==> src/rtl/irq_ctl_pkg.sv <==
package irq_ctl_pkg;

    // Number of leading timing slots taken by fetch or by the interrupt cycle.
    localparam int unsigned FETCH_SLOTS = 3;

    typedef enum logic [1:0] {
        STEP_IDLE,
        STEP_PREP,
        STEP_STORE,
        STEP_RESUME
    } irq_step_e;

    typedef struct packed {
        logic enable;
        logic in_rdy;
        logic out_rdy;
    } irq_state_t;

    typedef struct packed {
        logic ar_load;
        logic tr_load;
        logic mem_we;
        logic pc_load;
        logic pc_inc;
        logic sc_clr;
    } irq_ctrl_t;

    // Map the slot index to an interrupt-cycle step; only meaningful when a request pends.
    function automatic irq_step_e step_of(input logic pending, input int unsigned slot_idx);
        if (!pending)
            return STEP_IDLE;
        case (slot_idx)
            0:       return STEP_PREP;
            1:       return STEP_STORE;
            2:       return STEP_RESUME;
            default: return STEP_IDLE;
        endcase
    endfunction

endpackage

==> src/rtl/irq_flag_cell.sv <==
module irq_flag_cell #(
    parameter bit SET_WINS = 1'b1
) (
    input  logic clk,
    input  logic rst,
    input  logic set_i,
    input  logic clr_i,
    output logic q_o
);
    logic nxt;

    generate
        if (SET_WINS) begin : g_set_first
            always_comb begin
                if (set_i)      nxt = 1'b1;
                else if (clr_i) nxt = 1'b0;
                else            nxt = q_o;
            end
        end else begin : g_clr_first
            always_comb begin
                if (clr_i)      nxt = 1'b0;
                else if (set_i) nxt = 1'b1;
                else            nxt = q_o;
            end
        end
    endgenerate

    always_ff @(posedge clk) begin
        if (rst) q_o <= 1'b0;
        else     q_o <= nxt;
    end
endmodule

==> src/rtl/irq_req.sv <==
module irq_req
    import irq_ctl_pkg::*;
#(
    parameter int unsigned SLOT_W = 4
) (
    input  logic              clk,
    input  logic              rst,
    input  irq_state_t        st_i,
    input  logic [SLOT_W-1:0] slot_i,
    input  logic              done_i,
    output logic              pend_o
);
    localparam logic [SLOT_W-1:0] FIRST_OPEN = SLOT_W'(FETCH_SLOTS);

    logic raise;

    assign raise = st_i.enable && (st_i.in_rdy || st_i.out_rdy) && (slot_i >= FIRST_OPEN);

    always_ff @(posedge clk) begin
        if (rst)         pend_o <= 1'b0;
        else if (done_i) pend_o <= 1'b0;
        else if (raise)  pend_o <= 1'b1;
    end
endmodule

==> src/rtl/irq_seq.sv <==
module irq_seq
    import irq_ctl_pkg::*;
#(
    parameter int unsigned ADDR_W    = 12,
    parameter int unsigned WORD_W    = 16,
    parameter int unsigned SLOT_W    = 4,
    parameter int unsigned SAVE_ADDR = 0
) (
    input  logic              clk,
    input  logic              rst,
    input  logic              pend_i,
    input  logic [SLOT_W-1:0] slot_i,
    input  logic [ADDR_W-1:0] pc_i,
    output irq_ctrl_t         ctrl_o,
    output logic [ADDR_W-1:0] save_addr_o,
    output logic [WORD_W-1:0] save_data_o,
    output logic [ADDR_W-1:0] target_o,
    output logic              done_o
);
    localparam logic [ADDR_W-1:0] SAVE_A = ADDR_W'(SAVE_ADDR);
    localparam int unsigned       PAD_W  = WORD_W - ADDR_W;

    irq_step_e         step;
    logic [ADDR_W-1:0] ret_q;

    assign step = step_of(pend_i, int'(slot_i));

    always_ff @(posedge clk) begin
        if (rst)                    ret_q <= '0;
        else if (step == STEP_PREP) ret_q <= pc_i;
    end

    always_comb begin
        ctrl_o = '0;
        unique case (step)
            STEP_PREP: begin
                ctrl_o.ar_load = 1'b1;
                ctrl_o.tr_load = 1'b1;
            end
            STEP_STORE: begin
                ctrl_o.mem_we  = 1'b1;
                ctrl_o.pc_load = 1'b1;
            end
            STEP_RESUME: begin
                ctrl_o.pc_inc = 1'b1;
                ctrl_o.sc_clr = 1'b1;
            end
            default: ctrl_o = '0;
        endcase
    end

    assign save_addr_o = SAVE_A;
    assign target_o    = SAVE_A;
    assign save_data_o = {{PAD_W{1'b0}}, ret_q};
    assign done_o      = (step == STEP_RESUME);
endmodule

==> src/rtl/irq_ctl.sv <==
module irq_ctl
    import irq_ctl_pkg::*;
#(
    parameter int unsigned ADDR_W = 12,
    parameter int unsigned WORD_W = 16,
    parameter int unsigned SLOT_W = 4
) (
    input  logic              clk,
    input  logic              rst,
    input  logic              in_set,
    input  logic              in_clr,
    input  logic              out_set,
    input  logic              out_clr,
    input  logic              en_on,
    input  logic              en_off,
    input  logic [SLOT_W-1:0] slot,
    input  logic [ADDR_W-1:0] pc_in,
    output logic              fetch_sel,
    output logic              ar_load,
    output logic [ADDR_W-1:0] ar_value,
    output logic              tr_load,
    output logic [ADDR_W-1:0] tr_value,
    output logic              mem_we,
    output logic [ADDR_W-1:0] mem_addr,
    output logic [WORD_W-1:0] mem_wdata,
    output logic              pc_load,
    output logic [ADDR_W-1:0] pc_value,
    output logic              pc_inc,
    output logic              sc_clr,
    output logic              irq_en,
    output logic              in_flag,
    output logic              out_flag,
    output logic              pend
);
    irq_state_t st;
    irq_ctrl_t  ctrl;
    logic       done;
    logic       en_kill;

    assign en_kill = en_off | done;

    irq_flag_cell #(.SET_WINS(1'b1)) u_in_flag (
        .clk(clk), .rst(rst), .set_i(in_set), .clr_i(in_clr), .q_o(st.in_rdy)
    );

    irq_flag_cell #(.SET_WINS(1'b1)) u_out_flag (
        .clk(clk), .rst(rst), .set_i(out_set), .clr_i(out_clr), .q_o(st.out_rdy)
    );

    irq_flag_cell #(.SET_WINS(1'b0)) u_enable (
        .clk(clk), .rst(rst), .set_i(en_on), .clr_i(en_kill), .q_o(st.enable)
    );

    irq_req #(.SLOT_W(SLOT_W)) u_req (
        .clk(clk), .rst(rst), .st_i(st), .slot_i(slot), .done_i(done), .pend_o(pend)
    );

    irq_seq #(
        .ADDR_W(ADDR_W), .WORD_W(WORD_W), .SLOT_W(SLOT_W), .SAVE_ADDR(0)
    ) u_seq (
        .clk(clk), .rst(rst), .pend_i(pend), .slot_i(slot), .pc_i(pc_in),
        .ctrl_o(ctrl), .save_addr_o(mem_addr), .save_data_o(mem_wdata),
        .target_o(pc_value), .done_o(done)
    );

    assign fetch_sel = ~pend;
    assign ar_load   = ctrl.ar_load;
    assign ar_value  = mem_addr;
    assign tr_load   = ctrl.tr_load;
    assign tr_value  = pc_in;
    assign mem_we    = ctrl.mem_we;
    assign pc_load   = ctrl.pc_load;
    assign pc_inc    = ctrl.pc_inc;
    assign sc_clr    = ctrl.sc_clr;
    assign irq_en    = st.enable;
    assign in_flag   = st.in_rdy;
    assign out_flag  = st.out_rdy;
endmodule

==> config.mk <==
export PLATFORM = sky130hd
export DESIGN_NAME = irq_ctl
export DESIGN_NICKNAME = d
export VERILOG_FILES = /design/src/rtl/irq_ctl_pkg.sv /design/src/rtl/irq_flag_cell.sv /design/src/rtl/irq_req.sv /design/src/rtl/irq_seq.sv /design/src/rtl/irq_ctl.sv
export SDC_FILE = /design/constraint.sdc
export NUM_CORES = 1
export LEC_CHECK = 0
export ABC_AREA = 1
export BUFFER_PORTS_ARGS = -buffer_cell sky130_fd_sc_hd__buf_2
export CORE_MARGIN = 4
export CORE_UTILIZATION = 40
export CTS_CLUSTER_DIAMETER = 30
export DETAILED_ROUTE_END_ITERATION = 10
export GPL_TIMING_DRIVEN = 0
export PLACE_DENSITY = 0.84
export SYNTH_ARGS = -nofsm -noshare
export SYNTH_HDL_FRONTEND = slang
export SYNTH_SLANG_ARGS = --single-unit
==> constraint.sdc <==
create_clock -name clk -period 2.4 [get_ports clk]
set_input_delay 0.24 -clock clk [delete_from_list [all_inputs] [get_ports clk]]
set_output_delay 0.24 -clock clk [all_outputs]
set_load 0.005 [all_outputs]
==> results.toml <==
[timing]
finalCritPeriodShare_pct = 77.20
finalSetupTns_ns = 0
rsz0062_at_grt = "false"
min_period_ns = 1.853
max_freq_mhz = 539.7
setup_viol = 0
final_max_slew_viol_count = 0
finalHoldViolations = 0
skew_ns = 0.006764

[die]
rows = 20
die_area_um2 = 4215
core-area_um2 = 3078
dieWidth_um = 64.93
ioPinCount = 99
die_y_um = 64.93
initial_utilization_pct = 42.11

[layout]
layout_common_cells = "buf_2 (62), buf_4 (55), conb_1 (40)"
diodes = 0
final_nets = 315
fillCellCount = 311
syn_to_final_growth_pct = 40.73
final_area_um2 = 1824
fin_util_pct = 59.27
drive_gt1_share_pct = 52.41
final_common_cell = "buf_2"

[worst_hold_path]
min-delay-path-class = "in2reg"

[pwr]
p_comb_share_pct = 26.2
leakage_uw = 0.001167
sw_frac_of_total_pct = 27.13
p_int_uw = 452.3
pwr-share-clk_pct = 29.9
p_per_area_nw_per_um2 = 340.2
ir_drop_uv = 155.4
p_seq_share_pct = 43.9
switching_power_uw = 168.4

[global_route]
grt_pass1_vias = 1100
grt_overflow_total = 0
grt_pass1_wl_um = 4505
grt_usage_pct = 13.37
grt_max_degree = 11
antenna_found_initial = 0

[clock_network]
clk_path_buf_depth = 2
clockRootBuffer = "clkbuf_4"
cts_tree = "done"
hold_buffers = 0
clk-insertion-delay-late_ns = 0.29
path_clk_slew_ns = 0.11
ctsResizeCount = 0
cts_setup_buffers = 0
cts_buffers = 3
h-tree-depth = 1
cts_sinks = 16

[synth]
ys_ff_latch = 16
seq_area_frac_synth_pct = 24.71
synthMuxAreaShare_pct = 0
synth_fa_ha_area_share_pct = 0
synthesis.area_um2 = 1296
syn_inst = 189
synth_top_family_by_area = "buffers and inverters"
synth_compound_area_share_pct = 1.737
yosysUniqueCellTypes = 18
synth-simple-area-share_pct = 25.97
synth_warnings = 0
syn_area_per_cell_um2 = 6.858
synth_xor_area_share_pct = 0

[drt]
dr.pass1.iters = 4
drt_iter0_markers = 25
via_count = 1224
drtAntennaViolNets = 0
routed_via_density = 3.665
wl_per_cell_um = 8.272
routed_wl_um = 2763
drc_errors = 0

[worst_setup_path]
start_kind = "flip-flop"
worst_ep_required_time_ns = 2.16
crit_arrival_ns = 1.61
worstSetupPathType = "reg2out"
end_kind = "primary output"
crit_fanout = 10

[placement]
numPortBuffers = 58
postPlaceCellArea_um2 = 1788
hpwl_um = 2329
gp_congestion = 0.7190

[run_status]
outcome = "finished, final reports clean"

[run]
max-cap-violations = 0
-- power groups by stage --
| stage | combinational [uW] | sequential [uW] | clock (uW) |
|---|---|---|---|
| final | 163 | 273 | 185 |
| after CTS | 160 | 273 | 191 |
| after global placement | 158 | 279 | 0 |
| after detailed placement | 160 | 279 | 0 |
| after global routing | 184 | 274 | 202 |
| after floorplan | 112 | 279 | 0 |
-- cells in the mapped netlist --
cell type	instances	area share, %
buf_4	55	32
buf_1	1	0.29
nand4_1	13	6.3
buf_2	4	1.5
nor3_1	1	0.39
o21bai_1	1	0.58
nand2_1	19	5.5
nand2_2	9	4.3
dfxtp_1	16	25
inv_2	9	2.6
nand3_2	1	0.77
nor2_4	2	1.7
inv_1	35	10
nor2_1	9	2.6
conb_1	1	0.29
a21oi_1	3	1.2
buf_6	1	0.87
nor2_2	9	4.3
-- cell families (layout without fill, tap and decap cells) --
| kind of cell | Yosys count | in the layout |
|---|---|---|
| buffers and inverters | 105 | 167 |
| AND/OR/NAND/NOR | 63 | 63 |
| flip-flops | 16 | 16 |
| AO/OA/AOI/OAI | 4 | 4 |
| other | 1 | 40 |
-- per-stage QoR --
stage / hold WS (ns) / setup slack (ns) / total power (uW) / instances
3_3_place_gp: 0.4326 / 0.8510 / 436.4 / 330
4_1_cts: 0.1182 / 0.5334 / 624.4 / 334
6_report: 0.1285 / 0.5471 / 620.7 / 334
5_1_grt: 0.1108 / 0.3598 / 659.9 / 334
2_1_floorplan: 0.3124 / 1.045 / 391.6 / 228
3_5_place_dp: 0.4340 / 0.8495 / 438.9 / 330
-- layer usage --
metal,track usage (%),wire (um)
met3,3.120,286
met4,4.749,25
met1,16.75,1171
met2,22.22,1280
met5,0,0
-- area by class of cell --
| class | count | area, um2 | share of cell area [%] |
|---|---|---|---|
| Buffer | 61 | 447.9 | 24.55 |
| Timing Repair Buffer | 58 | 290.3 | 15.91 |
| Multi-Input combinational cell | 107 | 509.2 | 27.91 |
| Clock buffer | 4 | 36.28 | 1.989 |
| Sequential cell | 16 | 320.3 | 17.56 |
| Inverter | 44 | 165.2 | 9.053 |
| Tap cell | 44 | 55.05 | 3.018 |
-- critical path: stages, from the launching register on --
cell and delay (ns):
dfxtp_1 0.34, buf_2 0.19, buf_2 0.25, nand2_1 0.08, nor3_1 0.22, buf_4 0.15, buf_2 0.10
-- sequential cells by signal, indices dropped and copies added (netlist names) --
| signal | cells |
|---|---|
| u_out_flag.q_o | 1 |
| u_seq.ret_q | 12 |
| u_req.pend_o | 1 |
| u_enable.q_o | 1 |
| u_in_flag.q_o | 1 |
-- path summary, 6_finish.rpt --
check | slack, ns | cells past startpoint | end | startpoint
setup / recovery | 0.55 | 6 | pc_load | u_req.pend_o
hold / removal | 0.13 | 2 | u_in_flag.q_o | rst
setup reg to reg | 1.30 | 5 | u_seq.ret_q[2] | u_req.pend_o
hold reg to reg | 0.51 | 4 | u_seq.ret_q[7] | u_seq.ret_q[7]
Note: power is estimated with default switching activity, not from simulation.
